===== config.mk =====
export PLATFORM = sky130hd
export DESIGN_NAME = keyed_mac_seq
export DESIGN_NICKNAME = d
export VERILOG_FILES = /design/src/rtl/keyed_mac_pkg.sv /design/src/rtl/keyed_mac_ctrl.sv /design/src/rtl/keyed_mac_dpath.sv /design/src/rtl/keyed_mac_seq.sv
export SDC_FILE = /design/constraint.sdc
export NUM_CORES = 1
export LEC_CHECK = 0
export BUFFER_PORTS_ARGS = -buffer_cell sky130_fd_sc_hd__buf_2
export CAP_MARGIN = 20
export CORE_AREA = 2 2 347 349
export CTS_CLUSTER_DIAMETER = 50
export DETAILED_ROUTE_END_ITERATION = 8
export DIE_AREA = 0 0 349 351
export PLACE_DENSITY_LB_ADDON = 0.25
export SYNTH_ARGS = -nofsm -noshare
export SYNTH_HDL_FRONTEND = slang
export SYNTH_HIERARCHICAL = 1
export SYNTH_SLANG_ARGS = --single-unit

===== constraint.sdc =====
create_clock -name clk -period 4.32 [get_ports clk]
set_input_delay 0.864 -clock clk [delete_from_list [all_inputs] [get_ports clk]]
set_output_delay 0.864 -clock clk [all_outputs]
set_load 0.02 [all_outputs]

===== src/rtl/keyed_mac_pkg.sv =====
package keyed_mac_pkg;

  localparam int ADDR_W = 6;

  localparam logic [ADDR_W-1:0] A_START   = 6'd0;
  localparam logic [ADDR_W-1:0] A_PURPOSE = 6'd1;
  localparam logic [ADDR_W-1:0] A_KEY     = 6'd2;
  localparam logic [ADDR_W-1:0] A_CFGDONE = 6'd3;
  localparam logic [ADDR_W-1:0] A_RUN     = 6'd4;
  localparam logic [ADDR_W-1:0] A_NEXT    = 6'd5;
  localparam logic [ADDR_W-1:0] A_PAD     = 6'd6;
  localparam logic [ADDR_W-1:0] A_ONEBLK  = 6'd7;
  localparam logic [ADDR_W-1:0] A_RESFIN  = 6'd8;
  localparam logic [ADDR_W-1:0] A_INVSIG  = 6'd9;
  localparam logic [ADDR_W-1:0] A_INVDBG  = 6'd10;
  localparam int MSG_BASE = 16;
  localparam int RES_BASE = 32;

  localparam int PURP_USER = 8;
  localparam int PURP_SIG  = 7;
  localparam int PURP_DBG  = 6;
  localparam int PURP_BOTH = 5;

  localparam int FIN_CODE = 2;

  typedef enum logic [2:0] {
    PH_IDLE, PH_CONFIG, PH_CHECK, PH_LOAD, PH_RUN, PH_BLKDONE, PH_RESULT
  } phase_t;

  typedef enum logic [1:0] {
    BT_FIRST = 2'd0, BT_NORMAL = 2'd1, BT_PADDED = 2'd2
  } blk_t;

  typedef struct packed {
    logic capPurpose;
    logic capKey;
    logic capWord;
    logic latchDigest;
    logic scrub;
    logic setValid;
    logic invSig;
    logic invDbg;
    logic resultOpen;
  } seqStb_t;

endpackage


===== src/rtl/keyed_mac_ctrl.sv =====
module keyed_mac_ctrl
  import keyed_mac_pkg::*;
#(
  parameter int WORD_W    = 32,
  parameter int BLK_WORDS = 16
) (
  input  logic              clk,
  input  logic              rstN,
  input  logic              wrEn,
  input  logic [ADDR_W-1:0] wrAddr,
  input  logic [WORD_W-1:0] wrData,
  input  logic              cfgOk,
  input  logic              engDone,
  output seqStb_t           stb,
  output logic              engStart,
  output logic [1:0]        engBlockType,
  output logic              busy,
  output logic              cfgErr,
  output logic              seqErr
);

  phase_t phase, phaseNxt;
  blk_t   curType, nextType, nextTypeNxt;
  logic   multiBlk, multiBlkNxt;
  logic   finalBlk, finalBlkNxt;
  logic   startNxt;
  logic   cfgErrSet, cfgErrClr;
  logic   accepted;
  logic   isCtl;

  // control writes are offsets START..RESFIN; drops are phase-free
  assign isCtl = wrEn && (wrAddr <= A_RESFIN);

  always_comb begin
    phaseNxt    = phase;
    nextTypeNxt = nextType;
    multiBlkNxt = multiBlk;
    finalBlkNxt = finalBlk;
    startNxt    = 1'b0;
    cfgErrSet   = 1'b0;
    cfgErrClr   = 1'b0;
    accepted    = 1'b0;
    stb         = '0;
    stb.invSig     = wrEn && (wrAddr == A_INVSIG);
    stb.invDbg     = wrEn && (wrAddr == A_INVDBG);
    stb.resultOpen = (phase == PH_RESULT);
    stb.capWord    = wrEn && (phase == PH_LOAD) &&
                     (wrAddr >= ADDR_W'(MSG_BASE)) &&
                     (wrAddr <  ADDR_W'(MSG_BASE + BLK_WORDS));
    unique case (phase)
      PH_IDLE: begin
        if (wrEn && wrAddr == A_START) begin
          accepted  = 1'b1;
          cfgErrClr = 1'b1;
          phaseNxt  = PH_CONFIG;
        end
      end
      PH_CONFIG: begin
        if (wrEn && wrAddr == A_PURPOSE) begin
          accepted = 1'b1;
          stb.capPurpose = 1'b1;
        end else if (wrEn && wrAddr == A_KEY) begin
          accepted = 1'b1;
          stb.capKey = 1'b1;
        end else if (wrEn && wrAddr == A_CFGDONE) begin
          accepted = 1'b1;
          phaseNxt = PH_CHECK;
        end
      end
      PH_CHECK: begin
        if (cfgOk) begin
          phaseNxt    = PH_LOAD;
          nextTypeNxt = BT_FIRST;
          multiBlkNxt = 1'b0;
        end else begin
          cfgErrSet = 1'b1;
          stb.scrub = 1'b1;
          phaseNxt  = PH_IDLE;
        end
      end
      PH_LOAD: begin
        if (wrEn && wrAddr == A_RUN) begin
          accepted    = 1'b1;
          startNxt    = 1'b1;
          finalBlkNxt = (nextType == BT_PADDED);
          phaseNxt    = PH_RUN;
        end
      end
      PH_RUN: begin
        if (engDone) begin
          stb.latchDigest = 1'b1;
          if (finalBlk) begin
            stb.setValid = 1'b1;
            phaseNxt     = PH_RESULT;
          end else begin
            phaseNxt = PH_BLKDONE;
          end
        end
      end
      PH_BLKDONE: begin
        if (wrEn && wrAddr == A_NEXT) begin
          accepted    = 1'b1;
          nextTypeNxt = BT_NORMAL;
          multiBlkNxt = 1'b1;
          phaseNxt    = PH_LOAD;
        end else if (wrEn && wrAddr == A_PAD) begin
          accepted    = 1'b1;
          nextTypeNxt = BT_PADDED;
          multiBlkNxt = 1'b1;
          phaseNxt    = PH_LOAD;
        end else if (wrEn && wrAddr == A_ONEBLK && !multiBlk) begin
          accepted     = 1'b1;
          stb.setValid = 1'b1;
          phaseNxt     = PH_RESULT;
        end
      end
      PH_RESULT: begin
        if (wrEn && wrAddr == A_RESFIN) begin
          accepted = 1'b1;
          if (wrData == WORD_W'(FIN_CODE)) begin
            stb.scrub = 1'b1;
            phaseNxt  = PH_IDLE;
          end
        end
      end
      default: phaseNxt = PH_IDLE;
    endcase
  end

  always_ff @(posedge clk or negedge rstN) begin
    if (!rstN) begin
      phase    <= PH_IDLE;
      nextType <= BT_FIRST;
      curType  <= BT_FIRST;
      multiBlk <= 1'b0;
      finalBlk <= 1'b0;
      engStart <= 1'b0;
      cfgErr   <= 1'b0;
      seqErr   <= 1'b0;
    end else begin
      phase    <= phaseNxt;
      nextType <= nextTypeNxt;
      multiBlk <= multiBlkNxt;
      finalBlk <= finalBlkNxt;
      engStart <= startNxt;
      if (startNxt) curType <= nextType;
      if (cfgErrSet) cfgErr <= 1'b1;
      else if (cfgErrClr) cfgErr <= 1'b0;
      if (isCtl && !accepted) seqErr <= 1'b1;
    end
  end

  assign engBlockType = curType;
  assign busy = (phase == PH_CHECK) || (phase == PH_RUN);

endmodule


===== src/rtl/keyed_mac_dpath.sv =====
module keyed_mac_dpath
  import keyed_mac_pkg::*;
#(
  parameter int WORD_W    = 32,
  parameter int BLK_WORDS = 16,
  parameter int RES_WORDS = 8,
  parameter int NUM_SLOTS = 6,
  parameter int PURP_W    = 4,
  localparam int KEY_W    = $clog2(NUM_SLOTS),
  localparam int BLK_W    = BLK_WORDS * WORD_W,
  localparam int RES_W    = RES_WORDS * WORD_W
) (
  input  logic                        clk,
  input  logic                        rstN,
  input  seqStb_t                     stb,
  input  logic [ADDR_W-1:0]           wrAddr,
  input  logic [WORD_W-1:0]           wrData,
  input  logic [ADDR_W-1:0]           rdAddr,
  input  logic [NUM_SLOTS*PURP_W-1:0] slotPurpose,
  input  logic [RES_W-1:0]            engDigest,
  output logic                        cfgOk,
  output logic [KEY_W-1:0]            engKeySlot,
  output logic [BLK_W-1:0]            engBlock,
  output logic [WORD_W-1:0]           rdResult,
  output logic                        sigValid,
  output logic                        dbgValid
);

  logic [WORD_W-1:0] purposeReg;
  logic [WORD_W-1:0] keyReg;
  logic [RES_W-1:0]  resultReg;
  logic [PURP_W-1:0] slotSel;

  // stored purpose of the selected slot; out-of-range slots match nothing
  always_comb begin
    slotSel = '0;
    for (int s = 0; s < NUM_SLOTS; s++) begin
      if (keyReg == WORD_W'(s)) slotSel = slotPurpose[s*PURP_W +: PURP_W];
    end
  end

  assign cfgOk = (keyReg < WORD_W'(NUM_SLOTS)) &&
                 (purposeReg == WORD_W'(slotSel));

  always_ff @(posedge clk or negedge rstN) begin
    if (!rstN) begin
      purposeReg <= '0;
      keyReg     <= '0;
      resultReg  <= '0;
    end else if (stb.scrub) begin
      purposeReg <= '0;
      keyReg     <= '0;
      resultReg  <= '0;
    end else begin
      if (stb.capPurpose)  purposeReg <= wrData;
      if (stb.capKey)      keyReg     <= wrData;
      if (stb.latchDigest) resultReg  <= engDigest;
    end
  end

  for (genvar g = 0; g < BLK_WORDS; g++) begin : g_msg
    logic [WORD_W-1:0] word;
    always_ff @(posedge clk or negedge rstN) begin
      if (!rstN)                                        word <= '0;
      else if (stb.scrub)                               word <= '0;
      else if (stb.capWord && wrAddr == ADDR_W'(MSG_BASE + g)) word <= wrData;
    end
    assign engBlock[g*WORD_W +: WORD_W] = word;
  end

  // drop requests take priority over a same-cycle delivery
  always_ff @(posedge clk or negedge rstN) begin
    if (!rstN) begin
      sigValid <= 1'b0;
      dbgValid <= 1'b0;
    end else begin
      if (stb.invSig) sigValid <= 1'b0;
      else if (stb.setValid && (purposeReg == WORD_W'(PURP_SIG) ||
                                purposeReg == WORD_W'(PURP_BOTH)))
        sigValid <= 1'b1;
      if (stb.invDbg) dbgValid <= 1'b0;
      else if (stb.setValid && (purposeReg == WORD_W'(PURP_DBG) ||
                                purposeReg == WORD_W'(PURP_BOTH)))
        dbgValid <= 1'b1;
    end
  end

  assign engKeySlot = keyReg[KEY_W-1:0];

  always_comb begin
    rdResult = '0;
    if (stb.resultOpen && purposeReg == WORD_W'(PURP_USER)) begin
      for (int i = 0; i < RES_WORDS; i++) begin
        if (rdAddr == ADDR_W'(RES_BASE + i)) rdResult = resultReg[i*WORD_W +: WORD_W];
      end
    end
  end

endmodule


===== src/rtl/keyed_mac_seq.sv =====
module keyed_mac_seq
  import keyed_mac_pkg::*;
#(
  parameter int WORD_W    = 32,
  parameter int BLK_WORDS = 16,
  parameter int RES_WORDS = 8,
  parameter int NUM_SLOTS = 6,
  parameter int PURP_W    = 4,
  localparam int KEY_W    = $clog2(NUM_SLOTS),
  localparam int BLK_W    = BLK_WORDS * WORD_W,
  localparam int RES_W    = RES_WORDS * WORD_W
) (
  input  logic                        clk,
  input  logic                        rstN,
  input  logic                        wrEn,
  input  logic [ADDR_W-1:0]           wrAddr,
  input  logic [WORD_W-1:0]           wrData,
  input  logic [ADDR_W-1:0]           rdAddr,
  output logic [WORD_W-1:0]           rdData,
  input  logic [NUM_SLOTS*PURP_W-1:0] slotPurpose,
  output logic                        engStart,
  output logic [1:0]                  engBlockType,
  output logic [KEY_W-1:0]            engKeySlot,
  output logic [BLK_W-1:0]            engBlock,
  input  logic                        engDone,
  input  logic [RES_W-1:0]            engDigest,
  output logic                        busy,
  output logic                        sigValid,
  output logic                        dbgValid
);

  seqStb_t           stb;
  logic              cfgOk, cfgErr, seqErr, resultOpen;
  logic [WORD_W-1:0] rdResult;

  assign resultOpen = stb.resultOpen;

  keyed_mac_ctrl #(.WORD_W(WORD_W), .BLK_WORDS(BLK_WORDS)) u_ctrl (
    .clk(clk), .rstN(rstN), .wrEn(wrEn), .wrAddr(wrAddr), .wrData(wrData),
    .cfgOk(cfgOk), .engDone(engDone), .stb(stb), .engStart(engStart),
    .engBlockType(engBlockType), .busy(busy), .cfgErr(cfgErr), .seqErr(seqErr)
  );

  keyed_mac_dpath #(
    .WORD_W(WORD_W), .BLK_WORDS(BLK_WORDS), .RES_WORDS(RES_WORDS),
    .NUM_SLOTS(NUM_SLOTS), .PURP_W(PURP_W)
  ) u_dpath (
    .clk(clk), .rstN(rstN), .stb(stb), .wrAddr(wrAddr), .wrData(wrData),
    .rdAddr(rdAddr), .slotPurpose(slotPurpose), .engDigest(engDigest),
    .cfgOk(cfgOk), .engKeySlot(engKeySlot), .engBlock(engBlock),
    .rdResult(rdResult), .sigValid(sigValid), .dbgValid(dbgValid)
  );

  always_comb begin
    if (rdAddr == '0)
      rdData = WORD_W'({dbgValid, sigValid, seqErr, cfgErr, busy});
    else
      rdData = rdResult;
  end

endmodule


# After elaboration in Yosys (flattened, before gate mapping)
# Cells that the tools add are included.
word_totals:
  ff_bits: 846
  inputBits: 328
  out_inout_bits: 553
  word_cells: 278
classes:
  order_cmp: 4
  n_eq_ne: 63
  muxes: 110
  n_reduce_logical: 72
op_table:
  columns: ["operator", "n"]
  rows:
  - ["$mux 32", 46]
  - ["$mux 256", 2]
  - ["$eq 32x3->1 const B", 5]
  - ["$eq 32x2->1 const B", 3]
  - ["$eq 6x5->1 const B", 16]
  - ["$eq 6x6->1 const B", 8]
  - ["$reduce_bool 2->1", 23]
  - ["$logic_and 1x1->1", 37]
  - ["$mux 1", 33]
  - ["$mux 3", 11]
  - ["$eq 32x1->1 const B", 1]
  - ["$eq 32x4->1", 1]
  - ["$eq 32x4->1 const B", 1]
  - ["$logic_not 32->1", 1]
  - ["$lt 32x3->1 const B", 1]
  - ["$eq 6x3->1 const B", 4]
  - ["$mux 4", 6]
  - ["$pmux 3 s7", 1]
  - ["$eq 6x4->1 const B", 3]
  - ["$eq 6x2->1 const B", 2]
  - ["$logic_not 6->1", 2]
  - ["$mux 2", 6]
  - ["$ne 2x2->1 const B", 5]
  - ["$eq 3x3->1 const B", 3]
  - ["19 further kinds", 28]

# Depth between registers and ports, before layout
# Gate-level depths: netlist of run 1.
depth:
  depth_word: 12
  depth_mapped: 13

# Cells and area by module
# Netlist of run 1, hierarchy kept.
by_module_without_submodules:
  columns: ["module", "n_inst", "cells_each", "area_each_um2"]
  rows:
  - ["keyed_mac_dpath", 1, 3727, 36187.2]
  - ["keyed_mac_ctrl", 1, 120, 948.4]
  - ["keyed_mac_seq", 1, 38, 286.5]

# Least setup slack after synthesis of run 1
# Ideal clock, no wire load.
synth_path:
  kind: "input to register"
  start: "input slotPurpose[6]"
  end: "register u_dpath.resultReg[142]"
  setup_time_ns: 0.132
  arrival_time_ns: 3.215
  t_required_ns: 4.188
  path_slack_ns: 0.974
  path_stages: 11
  cell_sequence: "mux4_1 > xnor2_1 > o2111ai_1 > nor4_2 > or2_2 > a21boi_0 > clkbuf_1 > clkbuf_1 > clkbuf_1 > buf_1 > nor2_1"
synth_rtl:
  columns: ["item", "line", "text"]
  rows:
  - ["start: declaration", "keyed_mac_seq.sv:20", "input logic [NUM_SLOTS*PURP_W-1:0] slotPurpose,"]
  - ["end signal: assignment", "keyed_mac_dpath.sv:57", "if (stb.latchDigest) resultReg <= engDigest;"]
  - ["end: declaration", "keyed_mac_dpath.sv:31", "logic [RES_W-1:0] resultReg;"]

# Worst setup path after layout of run 1
layout_path:
  start: "register u_dpath.purposeReg[19]"
  end: "output rdData[28]"
layout_via:
  elab_chain_cells: 4
layout_rtl:
  columns: ["item", "line", "text"]
  rows:
  - ["start: declaration", "keyed_mac_dpath.sv:29", "logic [WORD_W-1:0] purposeReg;"]
  - ["start signal: assignment", "keyed_mac_dpath.sv:55", "if (stb.capPurpose) purposeReg <= wrData;"]
  - ["$eq 32x4->1", "keyed_mac_dpath.sv:92", "if (stb.resultOpen && purposeReg == WORD_W'(PURP_USER)) begin"]
  - ["$logic_and 1x1->1", "keyed_mac_dpath.sv:92", null]
  - ["$mux 32", "keyed_mac_dpath.sv:92", null]
  - ["named net rdResult[28]", "keyed_mac_seq.sv:34", "logic [WORD_W-1:0] rdResult;"]
  - ["$mux 32", "keyed_mac_seq.sv:55", "if (rdAddr == '0)"]
  - ["end: declaration", "keyed_mac_seq.sv:19", "output logic [WORD_W-1:0] rdData,"]
# The timed path passes the listed nets, and every way through them passes these cells.

==> results of run 1 <==
[sequential cells by signal, indices dropped and copies added, names as in the netlist]
| name | count |
|---|---|
| u_ctrl/seqErr | 1 |
| u_dpath/g_msg.word | 512 |
| u_dpath/sigValid | 1 |
| u_ctrl/engStart | 1 |
| u_ctrl/engBlockType | 2 |
| u_dpath/resultReg | 256 |
| u_ctrl/finalBlk | 1 |
| u_dpath/keyReg | 32 |
| u_ctrl/multiBlk | 1 |
| u_dpath/purposeReg | 32 |
| u_ctrl/cfgErr | 1 |
| u_ctrl/nextType | 2 |
| u_dpath/dbgValid | 1 |
| u_ctrl/phase | 3 |
[kinds of logic after synthesis]
group                  share of synthesized area (%)
AO/OA/AOI/OAI                                   10.6
AND/OR/NAND/NOR                                 17.4
buffers and inverters                           3.98
multiplexers                                    11.3
flip-flops                                      56.6
XOR/XNOR                                       0.187
[cell type report]
| cell class | instances | share of cell area [%] |
|---|---|---|
| Antenna cell | 19 | 0.0996 |
| Tap cell | 1548 | 4.06 |
| Timing Repair Buffer | 1035 | 12.4 |
| Clock inverter | 56 | 1.67 |
| Sequential cell | 846 | 44.3 |
| Inverter | 6 | 0.0472 |
| Multi-Input combinational cell | 2689 | 31.1 |
| Clock buffer | 142 | 6.33 |
[where the power goes]
group	switching [mW]	internal (mW)	total, mW
combinational	2.72	1.57	4.29
sequential	0.724	8.89	9.62
clock	3.80	5.71	9.51
[what timing repair did]
action,in CTS,in global routing
setup endpoints to repair,1,2
setup buffers,0,0
pin swaps,0,0
gates resized for setup,1,1
[Yosys cell counts, types with 3 or more instances]
| cell type | count | area share (%) |
|---|---|---|
| nor2_1 | 380 | 3.8 |
| clkbuf_1 | 231 | 2.3 |
| mux4_1 | 13 | 0.91 |
| o2111a_1 | 19 | 0.57 |
| nor2_2 | 5 | 0.084 |
| nor2b_1 | 8 | 0.13 |
| o2bb2ai_1 | 12 | 0.28 |
| nand3_1 | 9 | 0.12 |
| inv_1 | 5 | 0.050 |
| buf_1 | 11 | 0.11 |
| mux2_2 | 4 | 0.12 |
| nor3_2 | 3 | 0.080 |
| o21ai_0 | 57 | 0.76 |
| o21a_1 | 13 | 0.26 |
| a31oi_1 | 3 | 0.050 |
| a21oi_1 | 538 | 7.2 |
| and3_1 | 3 | 0.050 |
| mux2i_1 | 324 | 8.7 |
| nor3b_1 | 3 | 0.060 |
| a2111oi_2 | 10 | 0.40 |
| nand2_1 | 1087 | 11 |
| mux4_2 | 24 | 1.4 |
| nor3_1 | 7 | 0.094 |
| nand3b_1 | 5 | 0.10 |
| xnor2_1 | 6 | 0.14 |
| and2_1 | 23 | 0.38 |
| nand4_1 | 6 | 0.10 |
| buf_4 | 9 | 0.18 |
| dfrtp_1 | 846 | 57 |
| nand2b_1 | 5 | 0.084 |
| buf_6 | 4 | 0.12 |
| and2_2 | 7 | 0.14 |
| mux2_4 | 3 | 0.12 |
| or2_2 | 20 | 0.33 |
| nor4_1 | 22 | 0.37 |
| a211oi_1 | 32 | 0.64 |
| buf_2 | 89 | 1.2 |
[placed cells by master (no fill, tap or decap), types with 10 or more instances in the layout]
cell	Yosys	routed
mux4_1	13	13
mux2i_1	324	324
a2111oi_2	10	10
clkbuf_1	231	16
clkbuf_8	0	17
inv_6	0	11
mux4_2	24	24
nor2_2	5	14
buf_12	0	27
a21oi_1	538	538
nor2_1	380	369
bufinv_16	0	12
nand2_1	1087	1086
a211oi_1	32	32
o21ai_0	57	57
diode_2	0	19
and2_1	23	23
buf_2	89	878
o21a_1	13	13
nor4_1	22	22
buf_4	9	129
clkbuf_16	0	109
or2_2	20	20
o2bb2ai_1	12	12
clkinv_2	0	12
dfrtp_1	846	846
o2111a_1	19	19
[path summary, 6_finish.rpt]
check,start,endpoint,cells after the start
min,rstN,u_dpath/g_msg[10].word[14]$_DFFE_PN0P_,1
max in group asynchronous,rstN,u_dpath/g_msg[0].word[11]$_DFFE_PN0P_,3
max reg2reg,u_ctrl/phase[2]$_DFFE_PN0P_,u_dpath/g_msg[5].word[20]$_DFFE_PN0P_,10
max,u_dpath/purposeReg[19]$_DFFE_PN0P_,rdData[28],9
min reg2reg,u_ctrl/engBlockType[1]$_DFFE_PN0P_,u_ctrl/engBlockType[1]$_DFFE_PN0P_,1
min in group clk,engDigest[233],u_dpath/resultReg[233]$_DFFE_PN0P_,3
[worst max-delay path, stage by stage (launching register included)]
cell      delay [ns]
dfrtp_1         0.38
nor4_1          0.33
nand3_1         0.18
nor2_2          0.28
buf_4           0.20
and2_1          0.12
buf_4           0.31
o2111a_1        0.24
and2_1          0.18
buf_2           0.19
[routing by layer]
layer / share of wire (%) / wire length [µm] / global-route usage, % / vias to the layer above
li1: - / - / - / 14600
met3: 8.0 / 12700 / 5.50 / 349
met4: 4.8 / 7670 / 11.5 / 2
met1: 42 / 66500 / 34.0 / 16400
met2: 46 / 72900 / 39.0 / 1476
met5: 0.0056 / 9 / 0 / -
[per-stage QoR]
step / power (mW) / setup WS [ns] / hold slack, ns
2_1_floorplan: 12.1 / 0.974 / 0.437
3_3_place_gp: 13.9 / 0.288 / 0.494
3_5_place_dp: 14.0 / 0.406 / 0.503
4_1_cts: 23.5 / 0.0595 / 0.181
5_1_grt: 24.4 / 0.101 / 0.209
6_report: 23.4 / 0.306 / 0.181
==> results.md, run 1 <==
* Clock latency on the worst-skew pair at 0.71 ns
* Max-cap violations at 0
* Setup Crit Path Kind: reg -> out
* Total CTS buffers at between 100 and 150
* # setup viols final at 0
* Core Box Area at roughly 120000 µm²
* Synth Register Bits at about 850
* Worst-path clk slew at approximately 0.060 ns
* Fillers at roughly 12000
* Pwr Density at between 400 and 500 nW/µm²
* Startpoint types: register
* Fin cells at around 6300
* Unrepaired setup endpoints after global routing: no
* Worst path required time at approximately 3.5 ns
* Net count after synthesis at roughly 4200
* Post-synthesis cell type count at between 70 and 80
* CTS max path bufs at 3
* Vias per inst at 5.17
* FF/Latch Area at approximately 21000 µm²
* Area delta synth->final at 27.6%
* Fmax achieved at 0.249 GHz
* Remaining Overflow, GRT at 0
* Leakage power at 23.0 nW
* I/O pins at ~900
* Post-route cell area at around 48000 µm²
* Via count at 32800
* Max H-tree Level at 3
* Primary FF master, synth: dfrtp_1
* CTS tree: yes
* PortBufs at a little under 900
* Die Wd at 349 µm
* Die H at 351 µm
* DP HPWL at ~110000 µm
* Post-route ant nets at 0
* Fin nets at 5015
* Synth async-reset ratio at 100%
* WL/cell at 25.2 µm
* Routed Wire Length at ~160000 µm
* Least-Margin Pin Slew at between 0.9 and 1 ns
* Dpl cells at roughly 6100
* Iter 0 DRT Violations at between 2000 and 3000
* Post-synth EDFFs at 0
* Gr usage total at 25.3%
* Multi-input logic area at 14800 µm²
* Critical Path AT at roughly 3.2 ns
* Status: finished, final reports clean
* Vias in the first global route at 31900
* Residual DRC count at 0
* Final hold violation count at 0
* Slew Limit Fails at 0
* Largest net degree at the start of global routing at between 100 and 150
* Maximum VDD drop at about 0.33 mV
* FP Rows at between 100 and 150
* Register area share after synthesis at a little under three fifths
* Min-delay worst type: in -> async
* Effective utilization at floorplan at about a third
* Clock sinks at 846
* Skew final at between 0.06 and 0.07 ns
* Area of the die at about 120000 µm²
* Final GP Congestion at between 0.9 and 1
* Synthesized area per cell at between 9 and 10 µm²
* Cts-stage hold buffer count at 0
* Crit-path max FO at 19
* Slew HR at 39.1%
* Synth Instances at 3885
* First-pass GRT wire length at 228000 µm
* Final period util at between 90 and 100%
* Setup TNS at 0 ns
* Synth Cell Area at ~37000 µm²
* Placed cell area at 43900 µm²
* Initial antenna violation count at 29
* Final Util at approximately two fifths
* Synth warn at 6
* Share of post-route cells with drive strength above 1 at 27.6%
* Reg2reg setup slack at 1.02 ns
* Drt first pass iters at 8
* CTS root buf: clkbuf_16
* Setup crit end kind: primary output
* Post-layout min period at roughly 4.0 ns
No activity file was read; power rests on OpenSTA's default activity.
==> inputs of run 2 (changes only) <==
--- a/config.mk
+++ b/config.mk
@@ -7,12 +7,11 @@
 export LEC_CHECK = 0
 export BUFFER_PORTS_ARGS = -buffer_cell sky130_fd_sc_hd__buf_2
 export CAP_MARGIN = 20
-export CORE_AREA = 2 2 347 349
+export CORE_AREA = 2 2 341 343
 export CTS_CLUSTER_DIAMETER = 50
 export DETAILED_ROUTE_END_ITERATION = 8
-export DIE_AREA = 0 0 349 351
+export DIE_AREA = 0 0 343 345
 export PLACE_DENSITY_LB_ADDON = 0.25
 export SYNTH_ARGS = -nofsm -noshare
 export SYNTH_HDL_FRONTEND = slang
-export SYNTH_HIERARCHICAL = 1
 export SYNTH_SLANG_ARGS = --single-unit
==> run 2 against run 1 <==
Hold slack better by 0.010 ns. Final area is 2.9% higher. Register-to-register slack worse by 0.44 ns. Combinational power is 72% higher. Die area is 3.4% lower. Non-clock buffer count is 9 higher. Via count is 3.8% higher. Highest routed layer unchanged. Worst setup slack worse by 0.30 ns.
==> results.md, run 2 <==
* Total CTS buffers at 110
* Compound-Gate Fraction of Synth Area at under 10%
* Synth Register Bits at ~850
* Comb pwr share at about 28%
* Max-cap violations at 0
* Simple-gate share of the synthesized area at approximately 36%
* Clock power frac at 33.5%
* Pwr Density at 545 nW/µm²
* Count leader, synth: nor2_1
* Core Box Area at between 100000 and 150000 µm²
* Area delta synth->final at 25.6%
* Post-route cell area at 49200 µm²
* DP HPWL at approximately 120000 µm
* Crit-path max FO at 20
* Critical path's slowest cell: a221oi_1
* Synth Cell Area at 39100 µm²
* Least-Margin Pin Slew at 1.26 ns
* Die Wd at approximately 340 µm
* Fin nets at around 5300
* Setup crit end kind: primary output
* Slew Limit Fails at 0
* Int Pwr at about 17 mW
* Effective utilization at floorplan at 34.0%
* Iter 0 DRT Violations at roughly 3000
* CP max stage delay at between 1 and 1.5 ns
* Post-synthesis mux area share at under 10%
* Maximum VDD drop at around 0.32 mV
* Die H at 345 µm
* Critical R2R Launch: u_dpath.keyReg[0]$_DFFE_PN0P_
* Final period util at between 90 and 100%
* Vias per inst at 5.15
* Post-synth EDFFs at 0
* Top-area cell type share of the netlist area at between 50% and 60%
* Slew HR at 15.9%
* Initial antenna violation count at 42
* Grt peak-use layer: met2
* Placed cell area at between 40000 and 50000 µm²
* Gr usage total at a little over a quarter
* Routed Wire Length at roughly 170000 µm
* Clock latency on the worst-skew pair at 0.71 ns
* Fin cells at around 6600
* CTS max path bufs at 3
* CTS root buf: clkbuf_16
* Most frequent cells in the layout: nor2_1, buf_2, dfrtp_1
* Reg2reg setup slack at between 0.5 and 0.6 ns
* Yosys top cell by area: dfrtp_1
* First-pass GRT wire length at roughly 240000 µm
* Net count after synthesis at 4517
* Fmax achieved at 0.232 GHz
* Status: finished, final reports clean
* Share of post-route cells with drive strength above 1 at a little over a third
* FP Rows at approximately 130
* PortBufs at a little under 900
* Met1 usage at about a third
* P_sw at around 9.6 mW
* Drt first pass iters at 6
* Dominant cells by area after synthesis: dfrtp_1, nor2_1, nor3_2
* Multi-input logic area at ~16000 µm²
* # setup viols final at 0
* Clock sinks at 846
* Via count at about 34000
* Max H-tree Level at 3
* Worst-path clk slew at roughly 0.060 ns
* Cts-stage hold buffer count at 0
* Top flop regs: u_dpath.g_msg.word: 512 flops, u_dpath.resultReg: 256 flops
* PnR Total Power at ~27 mW
* Met3 Resource Use GR at 6.35%
* Most used cell along the critical path: a221oi_1
* Synthesized area per cell at between 9 and 10 µm²
* I/O pins at roughly 880
* Crit path to: rdData[6]
* Cell depth of the worst flop-to-flop path at 10
* Cells along the critical path: buf_4, nand2b_1, nor2_2, buf_12, a221oi_1, a221oi_1, buf_2
* Residual DRC count at 0
* Worst path required time at 3.46 ns
* Remaining Overflow, GRT at 0
* Seq pwr share at 39.0%
* Final GP Congestion at roughly 0.9
* Largest family of logic cells by synthesized area: simple AND/OR/NAND/NOR gates
* Register area share after synthesis at 54.1%
* Dpl cells at about 6400
* Post-synthesis cell type count at 55
* Setup TNS at 0 ns
* Vias in the first global route at around 33000
* Endpoint of the lowest-slack register-to-register path: u_dpath.g_msg[7].word[1]$_DFFE_PN0P_
* Synth async-reset ratio at between 90% and 100%
* Sw Ratio at between 30% and 40%
* Largest register by flop count: u_dpath.g_msg.word
* Leakage power at approximately 23 nW
* CTS tree: yes
* Largest net degree at the start of global routing at 89
* Setup Crit Path Kind: in -> out
* Critical Path AT at about 3.5 ns
* # Post-CTS Setup Buffers at 0
* FF/Latch Area at 21200 µm²
* WL/cell at 25.2 µm
* Post-route ant nets at 0
* Min-delay worst type: in -> async
* GR Layer Usage met2 at between 40% and 50%
* Leading cell type in the layout, fill and taps excluded: nor2_1
* Crit. Startpoint: rdAddr[0]
* Unrepaired setup endpoints after global routing: no
* Final hold violation count at 0
* Startpoint types: primary input
* Top cells by count, synth: nor2_1, dfrtp_1, nor3_2
* Synth Instances at 4189
* Area of the die at 118000 µm²
* Synth warn at 0
* Fillers at between 10000 and 15000
* XOR/XNOR Fraction of Synth Area at less than 1%
* Skew final at between 0.04 and 0.05 ns
* Largest register FFs at ~500
* Adder-cell area share of the yosys netlist at 0%
* Post-layout min period at between 4 and 5 ns
* Primary FF master, synth: dfrtp_1
run 2: cell count changes after synthesis, moves of 31 or more:
cell and change:
nor2_1 +1353, buf_2 -57, nor3_2 +455, nand2_1 -1038
o21ai_0 -36, nor3_1 +355, a21oi_1 -520, mux2i_1 -294
buf_6 +42, a221oi_1 +53, clkbuf_1 +31
run 2: worst min path at each step:
stage                                       start                                    end  cells after the start
6_report                                     rstN  u_dpath.g_msg[2].word[17]$_DFFE_PN0P_                      1
5_1_grt                                      rstN  u_dpath.g_msg[2].word[17]$_DFFE_PN0P_                      1
4_1_cts                                      rstN  u_dpath.g_msg[2].word[17]$_DFFE_PN0P_                      1
3_5_place_dp   u_ctrl.engBlockType[1]$_DFFE_PN0P_     u_ctrl.engBlockType[1]$_DFFE_PN0P_                      2
3_3_place_gp   u_ctrl.engBlockType[0]$_DFFE_PN0P_     u_ctrl.engBlockType[0]$_DFFE_PN0P_                      2
2_1_floorplan           u_ctrl.seqErr$_DFFE_PN0P_              u_ctrl.seqErr$_DFFE_PN0P_                      1
run 2: final cells by class:
type	instances	share of cell area, %
clock buffers	152	6.16
flip-flops and latches	846	43.1
inverters	7	0.0611
diodes	20	0.102
well taps	1524	3.88
clock inverters	48	1.07
repair buffers	1044	12.6
multi-input cells	2961	33.0
run 2: routing by layer:
| metal | vias to the layer above | part of all wire (%) |
|---|---|---|
| li1 | 15400 | - |
| met1 | 16700 | 39 |
| met2 | 1524 | 48 |
| met3 | 348 | 7.9 |
| met4 | 42 | 5.0 |
| met5 | - | 0.16 |
run 2: power by group through the flow:
stage | registers [mW] | logic (mW) | clock network, mW
2_1_floorplan | 10.3 | 5.41 | 0
3_3_place_gp | 10.6 | 7.34 | 0
4_1_cts | 10.4 | 7.44 | 9.12
3_5_place_dp | 10.6 | 7.42 | 0
5_1_grt | 10.6 | 8.00 | 9.47
6_report | 10.5 | 7.37 | 8.97
run 2: critical path: cells and delay by family:
family,cells,cell delay [ns]
AOI/OAI and AO/OA,2,1.39
and+or+nand+nor,2,0.42
buffers and inverters,3,0.74
run 2: repair_timing:
item / in CTS / in global routing
pin swaps: 1 / 1
resized for setup: 2 / 4
endpoints found under the setup margin: 2 / 18
run 2: metrics by stage:
stage               hold WS, ns  setup WS (ns)  utilization (%)
floorplan                 0.435          0.255                -
global placement          0.465         -0.214             39.6
detailed placement        0.472         -0.147             39.6
CTS                       0.169         0.0178             42.7
global route              0.198         0.0643             42.7
finish                    0.191        0.00150             42.7
run 2: kinds of logic after synthesis:
| family | after synthesis |
|---|---|
| flip-flops | 846 |
| multiplexers | 44 |
| AO/OA/AOI/OAI | 175 |
| XOR/XNOR | 4 |
| AND/OR/NAND/NOR | 2738 |
| buffers and inverters | 382 |
